## src/rtl/irqc_pkg.sv

```systemverilog
package irqc_pkg;
  localparam int unsigned VEC_BASE   = 3;
  localparam int unsigned VEC_STRIDE = 8;
endpackage

```

## src/rtl/irqc_sense.sv

```systemverilog
module irqc_sense (
  input  logic clk,
  input  logic rst,
  input  logic pin_n_i,
  input  logic edge_mode_i,
  input  logic clr_i,
  output logic flag_o
);
  logic smp_q, prev_q, fall;

  assign fall = prev_q & ~smp_q;

  always_ff @(posedge clk) begin
    if (rst) begin
      smp_q  <= 1'b1;
      prev_q <= 1'b1;
      flag_o <= 1'b0;
    end else begin
      smp_q  <= pin_n_i;
      prev_q <= smp_q;
      if (edge_mode_i) flag_o <= fall | (flag_o & ~clr_i);
      else             flag_o <= ~smp_q;
    end
  end
endmodule

```

## src/rtl/irqc_arb.sv

```systemverilog
module irqc_arb #(
  parameter int unsigned N  = 5,
  parameter int unsigned IW = 3,
  parameter int unsigned AW = 16,
  parameter int unsigned VB = 3,
  parameter int unsigned VS = 8
) (
  input  logic [N-1:0]  pend_i,
  output logic          any_o,
  output logic [IW-1:0] idx_o,
  output logic [AW-1:0] vec_o
);
  always_comb begin
    any_o = 1'b0;
    idx_o = '0;
    for (int i = N - 1; i >= 0; i--) begin
      if (pend_i[i]) begin
        any_o = 1'b1;
        idx_o = IW'(i);
      end
    end
    vec_o = AW'(VB) + AW'(VS) * AW'(idx_o);
  end
endmodule

```

## src/rtl/irq_prio_ctrl.sv

```systemverilog
module irq_prio_ctrl #(
  parameter int unsigned N_EXT = 2,
  parameter int unsigned AW    = 16,
  parameter int unsigned EN_W  = 8
) (
  input  logic                  clk,
  input  logic                  rst,
  input  logic [N_EXT-1:0]      ext_n_i,
  input  logic [N_EXT-1:0]      tmr_ovf_i,
  input  logic                  ser_rx_i,
  input  logic                  ser_tx_i,
  input  logic                  en_we_i,
  input  logic [EN_W-1:0]       en_wdata_i,
  input  logic                  mode_we_i,
  input  logic [N_EXT-1:0]      mode_wdata_i,
  input  logic                  ack_i,
  input  logic                  reti_i,
  output logic                  irq_o,
  output logic [AW-1:0]         vec_o,
  output logic                  busy_o,
  output logic [2*N_EXT:0]      flags_o
);
  import irqc_pkg::*;

  localparam int unsigned NSRC = 2 * N_EXT + 1;
  localparam int unsigned IW   = $clog2(NSRC);

  logic [EN_W-1:0]  en_q;
  logic [N_EXT-1:0] mode_q;
  logic [NSRC-1:0]  flag, pend, clr;
  logic [IW-1:0]    sel_q, win_idx;
  logic [AW-1:0]    win_vec;
  logic             win_any, ack_take, irq_d;

  assign ack_take = ack_i & irq_o;
  assign pend     = flag & en_q[NSRC-1:0] & {NSRC{en_q[EN_W-1]}};
  assign irq_d    = win_any & ~busy_o & ~ack_take;
  assign flags_o  = flag;

  always_comb begin
    clr = '0;
    if (ack_take) begin
      for (int k = 0; k < int'(N_EXT); k++) begin
        if (sel_q == IW'(2 * k) && mode_q[k]) clr[2*k] = 1'b1;
        if (sel_q == IW'(2 * k + 1))          clr[2*k+1] = 1'b1;
      end
    end
  end

  genvar k;
  generate
    for (k = 0; k < N_EXT; k++) begin : g_src
      irqc_sense i_sense (
        .clk         (clk),
        .rst         (rst),
        .pin_n_i     (ext_n_i[k]),
        .edge_mode_i (mode_q[k]),
        .clr_i       (clr[2*k]),
        .flag_o      (flag[2*k])
      );

      always_ff @(posedge clk) begin
        if (rst) flag[2*k+1] <= 1'b0;
        else     flag[2*k+1] <= tmr_ovf_i[k] | (flag[2*k+1] & ~clr[2*k+1]);
      end
    end
  endgenerate

  always_ff @(posedge clk) begin
    if (rst) flag[NSRC-1] <= 1'b0;
    else     flag[NSRC-1] <= ser_rx_i | ser_tx_i;
  end

  irqc_arb #(
    .N  (NSRC),
    .IW (IW),
    .AW (AW),
    .VB (VEC_BASE),
    .VS (VEC_STRIDE)
  ) i_arb (
    .pend_i (pend),
    .any_o  (win_any),
    .idx_o  (win_idx),
    .vec_o  (win_vec)
  );

  always_ff @(posedge clk) begin
    if (rst) begin
      en_q   <= '0;
      mode_q <= '0;
      irq_o  <= 1'b0;
      vec_o  <= '0;
      sel_q  <= '0;
      busy_o <= 1'b0;
    end else begin
      if (en_we_i)   en_q   <= en_wdata_i;
      if (mode_we_i) mode_q <= mode_wdata_i;
      irq_o  <= irq_d;
      if (irq_d) begin
        vec_o <= win_vec;
        sel_q <= win_idx;
      end
      busy_o <= ack_take | (busy_o & ~reti_i);
    end
  end
endmodule

```

## config.mk

```make
export PLATFORM = sky130hd
export DESIGN_NAME = irq_prio_ctrl
export DESIGN_NICKNAME = d
export VERILOG_FILES = /design/src/rtl/irqc_pkg.sv /design/src/rtl/irqc_sense.sv /design/src/rtl/irqc_arb.sv /design/src/rtl/irq_prio_ctrl.sv
export SDC_FILE = /design/constraint.sdc
export NUM_CORES = 1
export LEC_CHECK = 0
export ABC_AREA = 1
export BUFFER_PORTS_ARGS = -buffer_cell sky130_fd_sc_hd__buf_2
export CAP_MARGIN = 10
export CELL_PAD_IN_SITES_DETAIL_PLACEMENT = 2
export CELL_PAD_IN_SITES_GLOBAL_PLACEMENT = 2
export CORE_MARGIN = 3
export CORE_UTILIZATION = 30
export DETAILED_ROUTE_END_ITERATION = 6
export GPL_TIMING_DRIVEN = 0
export HOLD_SLACK_MARGIN = 0.12
export PLACE_DENSITY_LB_ADDON = 0.2
export SYNTH_ARGS = -nofsm -noshare
export SYNTH_HDL_FRONTEND = slang
export SYNTH_HIERARCHICAL = 1
export SYNTH_SLANG_ARGS = --single-unit
```

## constraint.sdc

```tcl
create_clock -name clk -period 2 [get_ports clk]
set_clock_uncertainty 0.2 [all_clocks]
set_input_delay 0.2 -clock clk [delete_from_list [all_inputs] [get_ports clk]]
set_output_delay 0.2 -clock clk [all_outputs]
set_load 0.05 [all_outputs]
```

==> flow_metrics.py, run 1 <==
metrics = {
    "clock_tree": {
        "cts_tree": "built",
        "root_buffer": "clkbuf_8",
        "clock_sinks": 38,
        "htree_levels": 2,
        "clk_latency_ns": 0.29,
        "numCtsBuffers": 5,
        "cts_buffer_depth": 2,
        "clk_pin_slew_ns": 0.08,
    },
    "synthesis": {
        "netlist_area_um2": 1740,
        "ys_warn_count": 6,
        "ys.flop_type": "dfxtp_1",
        "synth_area_leaders": "dfxtp_1 (44%), nand2_1 (9.3%), buf_4 (7.8%)",
        "synthArstFlopShare": 0,
        "postSynthCellCount": 222,
        "synthTopCellsByCount": "nand2_1 (43), dfxtp_1 (38), nor2_1 (32)",
        "yosys.area.top_type": "dfxtp_1",
        "synth_most_common_cell": "nand2_1",
        "yosysSeqAreaShare": 0.438,
        "synth-seq-cells": 38,
        "synth_top_area_share": 0.438,
        "synth_cell_types": 19,
        "syn_area_per_cell_um2": 7.83,
        "synth_edf_count": 0,
    },
    "place": {
        "gp_congestion": 0.703,
        "dpl.hpwl_mm": 3.28,
        "post_dp_cell_area_um2": 2080,
        "dp.cells": 347,
        "io_buffers": 42,
    },
    "run": {
        "cap_violations": 0,
    },
    "route": {
        "routed_wirelength_mm": 5.21,
        "drtPass1Iterations": 4,
        "drt_iter0_markers": 56,
        "post_drt_wl_per_cell_um": 13.6,
        "drc": 0,
        "via_per_inst": 4.45,
        "ant_nets": 0,
        "num_vias": 1700,
    },
    "power": {
        "total_power_w": 0.00172,
        "ir_worst_vdd_v": 0.000320,
        "p_leak_nw": 1.13,
        "cellPowerDensity_nw_per_um2": 698,
    },
    "floorplanning": {
        "dieArea_um2": 6740,
        "die-height_um": 82.1,
        "ios": 45,
        "dieWidth_um": 82.1,
        "start_util": 0.314,
        "core_area_um2": 5540,
        "num_rows": 27,
    },
    "min_path": {
        "hold_path_class": "input pin to flip-flop",
        "hold_depth": 3,
    },
    "finish": {
        "utilization": 0.446,
        "fillers": 668,
        "antenna_cells": 0,
        "final_cells": 382,
        "drive_gt1_frac": 0.323,
        "finalNetCount": 331,
        "fin_area_um2": 2470,
        "syn_to_final_growth_pct": 42.0,
    },
    "outcome": {
        "status": "finished, final reports clean",
    },
    "sta": {
        "fin_setup_tns_ns": 0,
        "slew_viol_final": 0,
        "finalSetupViolations": 0,
        "hold_viol": 0,
        "fmaxAchievable_mhz": 525,
        "min_period_ns": 1.91,
        "finalCritPeriodShare": 0.953,
    },
    "setup_path": {
        "worst_ep_required_time_ns": 1.99,
        "r2r_cells": 10,
        "critPathKind": "input pin to flip-flop",
        "cp.arrival_ns": 1.89,
        "cp-start-kind": "input pin",
        "cp-end-kind": "flip-flop",
        "cp_max_fo": 10,
    },
    "global_route": {
        "grt_overflow": 0,
        "grt_antenna_before_repair": 0,
        "grt_pass1_wl_mm": 8.57,
        "grt_pass1_vias": 1830,
        "grt_max_degree": 12,
        "grt_use_total": 0.168,
    },
}
worst paths after layout:
| check | startpoint | endpoint | slack (ns) |
|---|---|---|---|
| min | en_we_i | en_q[7] | 0.16 |
| min reg2reg | g_src[0].i_sense/smp_q | g_src[0].i_sense/prev_q | 0.22 |
| max reg2reg | g_src[0].i_sense/flag_o | vec_o[3] | 0.26 |
| max | rst | en_q[4] | 0.09 |
final cells by class:
class                      instances  area [um^2]  share of cell area
tap                               72         90.1              0.0365
multi-input combinational        149          733               0.297
clock buffer                       8          110              0.0446
timing repair buffer              70          490               0.199
buffer                            24          201              0.0816
sequential                        38          761               0.308
inverter                          21         82.6              0.0335
metal layers:
metal | global-route usage | part of all wire
met4 | 0.0532 | 0.016
met5 | 0 | 0
met3 | 0.0456 | 0.041
met1 | 0.195 | 0.44
met2 | 0.300 | 0.51
critical path: stages:
cell and delay, ns:
dlygate4sd3_1 0.52, buf_4 0.18, clkinvlp_4 0.17, o21ai_0 0.15, nor2_1 0.10, dlygate4sd3_1 0.57
power by group:
part / total [W] / internal, W / leakage, nW / switching, W
clock: 0.000638 / 0.000349 / 0.0575 / 0.000289
sequential: 0.000807 / 0.000788 / 0.311 / 0.0000194
combinational: 0.000277 / 0.000118 / 0.759 / 0.000160
total: 0.00172 / 0.00125 / 1.13 / 0.000468
stage by stage:
stage | worst slack [ns] | hold slack (ns)
final | 0.0947 | 0.160
after CTS | 0.0263 | 0.140
after global placement | 0.311 | 0.178
after floorplan | 0.141 | 0.0918
after global routing | -0.00432 | 0.216
after detailed placement | 0.289 | 0.184
state kept, by name, summed over array words and instances, names as in the netlist:
signal and flops:
sel_q 3, vec_o 16, busy_o 1, g_src.i_sense/prev_q 2, g_src.i_sense/flag_o 2, flags_o 3
mode_q 2, en_q 6, irq_o 1, g_src.i_sense/smp_q 2
timing repair:
action	in CTS	in global routing
setup buffers	0	1
gates resized for setup	0	3
hold buffers	27	0
setup endpoints to repair	0	5
endpoints found under the hold margin	18	0
cell usage in the layout (no fill, tap or decap):
cell	synthesis	routed
inv_1	21	20
nand3b_1	1	1
a21oi_2	10	10
dfxtp_1	38	38
buf_4	18	20
clkinvlp_4	0	1
nand3_1	10	10
clkbuf_8	1	9
buf_2	3	43
buf_6	2	2
conb_1	2	13
dlygate4sd3_1	0	27
nor3_1	2	2
nand2_1	43	43
or2_1	2	2
nand3_2	10	10
a21oi_1	14	14
buf_12	1	1
o21ai_0	8	8
nor2_1	32	32
nor2_2	4	4
cell families after synthesis:
family	synth area share
AO/OA/AOI/OAI	0.114
buffers and inverters	0.164
flip-flops	0.438
other	0.00432
AND/OR/NAND/NOR	0.280
Power figures use the tool's default switching activity.
==> run 2, diff against run 1 <==
--- a/config.mk
+++ b/config.mk
@@ -11,7 +11,8 @@
 export CELL_PAD_IN_SITES_DETAIL_PLACEMENT = 2
 export CELL_PAD_IN_SITES_GLOBAL_PLACEMENT = 2
 export CORE_MARGIN = 3
-export CORE_UTILIZATION = 30
+export CORE_UTILIZATION = 31
+export CTS_BUF_LIST = sky130_fd_sc_hd__clkbuf_4
 export DETAILED_ROUTE_END_ITERATION = 6
 export GPL_TIMING_DRIVEN = 0
 export HOLD_SLACK_MARGIN = 0.12
==> run 2 against run 1 <==
Sequential cell count unchanged. Die area decreased by 3.0%. Design area decreased by 1.3%. Routed wire length increased by 10%. Combinational power increased by 2%. Sequential share of layout area increased by 0.40 points. Count of clock-buffer cells in the layout decreased by 3. Hold slack improved by 0.075 ns. Global-route usage increased by 2.5 points. Via count increased by 1.6%. Register-to-register slack got worse by 0.12 ns. Clock power decreased by 16%. Critical path type unchanged. Largest power group unchanged.
==> flow_metrics.py, run 2 (same netlist as run 1, synthesis figures left out) <==
metrics = {
    "setup_path": {
        "r2r_slack_ns": 0.14,
        "path_cells": "dlygate4sd3_1 > buf_2 > buf_2 > inv_4 > o21ai_0 > a21oi_1 > dlygate4sd3_1",
        "worst_ep_required_time_ns": 2.10,
        "cp-start-kind": "input pin",
        "critPathSlowestCell": "dlygate4sd3_1",
        "r2r-start": "g_src[1].i_sense/flag_o",
        "cp_max_fo": 8,
        "cp-startpoint": "rst",
        "r2r_cells": 10,
        "path_delay_family": "buffers and inverters",
        "r2r-end": "vec_o[12]",
        "endpoint": "en_q[7]",
        "cp-end-kind": "flip-flop",
        "critPathMaxStageDelay_ns": 0.58,
        "crit_cells": 7,
        "crit_buf_inv": 5,
        "cp.arrival_ns": 1.99,
        "critPathKind": "input pin to flip-flop",
    },
    "finish": {
        "reg_top3": "vec_o x16, en_q x6",
        "final_common_cell": "buf_2",
        "drive_gt1_frac": 0.325,
        "finalNetCount": 332,
        "syn_to_final_growth_pct": 40.2,
        "largest_reg_flops": 16,
        "largest_register": "vec_o",
        "fin_area_um2": 2440,
        "utilization": 0.462,
        "most-common-layout-cells": "buf_2 (45), nand2_1 (43), dfxtp_1 (38), nor2_1 (32), dlygate4sd3_1 (28)",
        "antenna_cells": 0,
    },
    "power": {
        "combPwrFrac": 0.173,
        "clock_power_share": 0.330,
        "p_int_w": 0.00117,
        "power_frac_seq": 0.497,
        "swShare": 0.284,
        "ir_worst_vdd_v": 0.000283,
        "switchingPower_w": 0.000463,
        "p_leak_nw": 1.12,
        "cellPowerDensity_nw_per_um2": 668,
    },
    "global_route": {
        "grt_use_total": 0.193,
        "grt_pass1_wl_mm": 9.61,
        "grt_pass1_vias": 2013,
        "grt_overflow": 0,
        "grt_antenna_before_repair": 0,
        "grt_max_degree": 13,
    },
    "sta": {
        "hold_slack_ns": 0.235,
        "rsz0062_at_grt": "false",
        "fin_setup_tns_ns": 0,
        "min_period_ns": 1.89,
        "setup_ws_ns": 0.107,
        "finalCritPeriodShare": 0.947,
        "slew_viol_final": 0,
        "fmaxAchievable_mhz": 528,
        "finalSetupViolations": 0,
        "hold_viol": 0,
    },
    "route": {
        "routed_wirelength_mm": 5.74,
        "wl_met3_um": 181,
        "met1_length_mm": 2.31,
        "drtPass1Iterations": 4,
        "drt_iter0_markers": 25,
        "ant_nets": 0,
        "dr.max_layer_used": "met4",
        "num_vias": 1727,
        "via_per_inst": 4.53,
        "post_drt_wl_per_cell_um": 15.1,
        "drc": 0,
        "dr_wl_met2_mm": 3.18,
    },
    "clock_tree": {
        "clk_pin_slew_ns": 0.13,
        "cts_tree": "built",
        "numCtsBuffers": 5,
        "clock_sinks": 38,
        "cts_buffer_depth": 2,
        "htree_levels": 2,
        "root_buffer": "clkbuf_4",
        "clk_latency_ns": 0.35,
    },
    "floorplanning": {
        "die-height_um": 80.9,
        "num_rows": 26,
        "dieArea_um2": 6540,
        "core_area_um2": 5270,
        "dieWidth_um": 80.9,
        "start_util": 0.330,
        "ios": 45,
    },
    "place": {
        "dpl.hpwl_mm": 3.47,
        "post_dp_cell_area_um2": 2080,
        "place_ws_ns": 0.255,
        "gp_congestion": 0.687,
        "io_buffers": 42,
    },
    "run": {
        "cap_violations": 0,
    },
    "min_path": {
        "worstHoldStart": "g_src[0].i_sense/smp_q",
        "hold_path_class": "flip-flop to flip-flop",
    },
    "outcome": {
        "status": "finished, final reports clean",
    },
}
## run 2: cell types whose count changed in the layout (fill, tap and decap cells not counted)
cell,change
clkbuf_4,+5
inv_4,+1
buf_2,+2
bufinv_16,+1
clkbuf_8,-8
clkinvlp_4,-1
dlygate4sd3_1,+1
inv_2,+1
clkinv_2,+2
buf_4,-2
inv_1,-1
## run 2: metrics by stage
| step | std cells | total power [W] |
|---|---|---|
| finish | 381 | 0.00163 |
| global route | 381 | 0.00172 |
| CTS | 381 | 0.00163 |
| detailed placement | 345 | 0.00105 |
| global placement | 345 | 0.00105 |
| floorplan | 233 | 0.000986 |
## run 2: worst min-delay path by stage
stage,to,slack [ns],depth (start not counted)
finish,g_src[0].i_sense/prev_q,0.24,2
global route,g_src[1].i_sense/prev_q,0.26,2
CTS,g_src[0].i_sense/prev_q,0.24,2
detailed placement,g_src[0].i_sense/smp_q,0.18,2
global placement,g_src[1].i_sense/smp_q,0.18,2
floorplan,g_src[0].i_sense/prev_q,0.09,2
## run 2: power groups by stage
stage	Clock (W)	Sequential [W]	Combinational [W]
final	0.000537	0.000809	0.000282
after global routing	0.000597	0.000813	0.000308
after CTS	0.000553	0.000808	0.000272
after detailed placement	0	0.000825	0.000228
after floorplan	0	0.000877	0.000109
after global placement	0	0.000823	0.000222
## run 2: what timing repair did
| action | 4_1_cts | 5_1_grt |
|---|---|---|
| resized for setup | 0 | 3 |
| endpoints found under the hold margin | 21 | 0 |
| setup buffers | 0 | 0 |
| endpoints found under the setup margin | 0 | 14 |
| hold buffers | 28 | 0 |
## run 2: layer usage
| layer | up-vias | global-route usage |
|---|---|---|
| met5 | - | 0 |
| met4 | 0 | 0.0473 |
| met3 | 6 | 0.0322 |
| met2 | 31 | 0.381 |
| met1 | 851 | 0.212 |
| li1 | 839 | - |
## run 2: area by class of cell
type	instances	area (um^2)
sequential	38	761
fill	623	2830
multi-input combinational	149	733
inverter	21	81.3
tap	70	87.6
clock inverter	3	40.0
clock buffer	5	37.5
timing repair buffer	70	490
buffer	25	206
## run 2: worst register-to-register path, cell delays in order, from the launching register on
cell and delay (ns):
dfxtp_1 0.39, nand2_1 0.08, nor2_1 0.19, nor2_2 0.09, nand3b_1 0.11, inv_1 0.07
nor2_2 0.13, nand2_1 0.11, buf_4 0.20, nand2_1 0.10, a21oi_1 0.08
==> run 3, diff against run 2 <==
--- a/config.mk
+++ b/config.mk
@@ -10,9 +10,9 @@
 export CAP_MARGIN = 10
 export CELL_PAD_IN_SITES_DETAIL_PLACEMENT = 2
 export CELL_PAD_IN_SITES_GLOBAL_PLACEMENT = 2
-export CORE_MARGIN = 3
+export CORE_MARGIN = 4
 export CORE_UTILIZATION = 31
-export CTS_BUF_LIST = sky130_fd_sc_hd__clkbuf_4
+export CTS_BUF_LIST = sky130_fd_sc_hd__clkbuf_8
 export DETAILED_ROUTE_END_ITERATION = 6
 export GPL_TIMING_DRIVEN = 0
 export HOLD_SLACK_MARGIN = 0.12
==> run 3 against run 2 <==
Sequential power about the same. Via count fell by 3.7%. Critical path depth up 3. Register-to-register slack about the same. Count of clock-buffer cells in the layout did not move. Critical endpoint is now vec_o[4]. Highest routed layer unchanged.
==> flow_metrics.py, run 3 (same netlist as run 1, synthesis figures left out) <==
metrics = {
    "outcome": {
        "status": "finished, final reports clean",
    },
    "place": {
        "gp_congestion": 0.736,
        "dpl.hpwl_mm": 3.35,
        "io_buffers": 42,
    },
    "run": {
        "cap_violations": 0,
    },
    "setup_path": {
        "r2r_cells": 10,
        "crit_buf_inv": 4,
        "cp-end-kind": "flip-flop",
        "path_cells": "inv_1 > nor2_1 > nor2_2 > nand3b_1 > inv_1 > nor2_2 > buf_6 > buf_12 > nand3_2 > a21oi_2",
        "r2r-end": "vec_o[4]",
        "worst_ep_required_time_ns": 2.02,
        "crit_cells": 10,
        "critPathSlowestCell": "dfxtp_1",
        "cp_max_fo": 10,
        "r2r-start": "en_q[7]",
        "r2r_slack_ns": 0.13,
        "cp-start-kind": "flip-flop",
        "path_delay_family": "simple AND/OR/NAND/NOR gates",
        "cp.arrival_ns": 1.89,
        "critPathKind": "flip-flop to flip-flop",
        "critPathMaxStageDelay_ns": 0.33,
    },
    "finish": {
        "drive_gt1_frac": 0.315,
        "finalNetCount": 329,
        "antenna_cells": 0,
        "reg_top3": "vec_o x16, en_q x6",
        "largest_register": "vec_o",
        "largest_reg_flops": 16,
        "most-common-layout-cells": "buf_2 (44), nand2_1 (43), dfxtp_1 (38), nor2_1 (32), dlygate4sd3_1 (26)",
        "final_common_cell": "buf_2",
        "syn_to_final_growth_pct": 40.3,
    },
    "clock_tree": {
        "clk_pin_slew_ns": 0.08,
        "numCtsBuffers": 5,
        "cts_buffer_depth": 2,
        "root_buffer": "clkbuf_8",
        "clk_latency_ns": 0.29,
        "cts_tree": "built",
        "htree_levels": 2,
        "clock_sinks": 38,
    },
    "power": {
        "p_leak_nw": 1.13,
        "switchingPower_w": 0.000457,
        "total_power_w": 0.00172,
        "swShare": 0.265,
        "combPwrFrac": 0.159,
        "cellPowerDensity_nw_per_um2": 706,
        "p_int_w": 0.00127,
        "ir_worst_vdd_v": 0.000370,
        "clock_power_share": 0.372,
        "power_frac_seq": 0.469,
    },
    "min_path": {
        "whs_endpoint": "en_q[7]",
        "hold_path_class": "input pin to flip-flop",
        "worstHoldStart": "en_we_i",
        "hold_depth": 3,
    },
    "sta": {
        "min_period_ns": 1.87,
        "finalSetupViolations": 0,
        "fmaxAchievable_mhz": 535,
        "hold_viol": 0,
        "fin_setup_tns_ns": 0,
        "finalCritPeriodShare": 0.934,
        "slew_viol_final": 0,
        "hold_slack_ns": 0.161,
        "rsz0062_at_grt": "false",
    },
    "floorplanning": {
        "ios": 45,
        "die-height_um": 82.9,
        "core_area_um2": 5270,
        "num_rows": 26,
        "start_util": 0.330,
        "dieWidth_um": 82.9,
        "dieArea_um2": 6870,
    },
    "route": {
        "drc": 0,
        "routed_wirelength_mm": 5.55,
        "ant_nets": 0,
        "via_per_inst": 4.40,
        "num_vias": 1663,
        "post_drt_wl_per_cell_um": 14.7,
        "drtPass1Iterations": 4,
        "drt_iter0_markers": 69,
    },
    "global_route": {
        "grt_use_total": 0.172,
        "grt_overflow": 0,
        "grt_pass1_vias": 1975,
        "grt_max_degree": 12,
        "grt_pass1_wl_mm": 9.69,
        "grt_antenna_before_repair": 0,
    },
}
[run 3: cell count changes in the layout (fill, tap and decap cells not counted), sizes merged]
cell and delta:
clkinv -2, buf -1, inv +2, dlygate4sd3 -2
[run 3: layer usage]
metal / part of all wire / global-route usage
met5: 0 / 0
met4: 0.0085 / 0.0431
met3: 0.024 / 0.0267
met2: 0.53 / 0.317
met1: 0.44 / 0.208
[run 3: worst max path at each step]
stage	from	end
after detailed placement	en_q[7]	vec_o[3]
after floorplan	g_src[1].i_sense/flag_o	vec_o[4]
after CTS	rst	en_q[0]
after global placement	g_src[0].i_sense/flag_o	vec_o[3]
after global routing	en_q[7]	sel_q[0]
final	en_q[7]	vec_o[4]
[run 3: worst register-to-register path, delay by kind of cell (launching register included)]
family | cells | cell delay, ns
and+or+nand+nor | 5 | 0.64
buffers and inverters | 4 | 0.50
DFF | 1 | 0.33
AOI/OAI and AO/OA | 1 | 0.13
[run 3: final cells by class]
| type | instances | area (um^2) |
|---|---|---|
| fill | 633 | 2830 |
| clock buffer | 5 | 68.8 |
| timing repair buffer | 68 | 470 |
| clock inverter | 3 | 37.5 |
| tap | 70 | 87.6 |
| buffer | 24 | 201 |
| multi-input combinational | 149 | 733 |
| sequential | 38 | 761 |
| inverter | 21 | 78.8 |
[run 3: per-stage QoR]
stage,instance area [um^2],util,worst slack (ns),std cells
floorplan,1780,-,0.141,233
global placement,2080,0.394,0.304,345
detailed placement,2080,0.394,0.263,345
CTS,2440,0.464,0.0219,379
global route,2440,0.463,0.00182,378
finish,2440,0.463,0.132,378
[run 3: power by group through the flow]
stage | Clock [W] | Sequential (W) | Combinational [W]
after floorplan | 0 | 0.000877 | 0.000109
after global placement | 0 | 0.000823 | 0.000222
after detailed placement | 0 | 0.000825 | 0.000227
after CTS | 0.000665 | 0.000807 | 0.000268
after global routing | 0.000699 | 0.000812 | 0.000302
final | 0.000640 | 0.000808 | 0.000274
[run 3: what timing repair did]
| action | 4_1_cts | 5_1_grt |
|---|---|---|
| gates resized for setup | 0 | 1 |
| hold endpoints to repair | 18 | 0 |
| endpoints found under the setup margin | 0 | 5 |
| hold buffers | 26 | 0 |
| setup buffers | 0 | 0 |
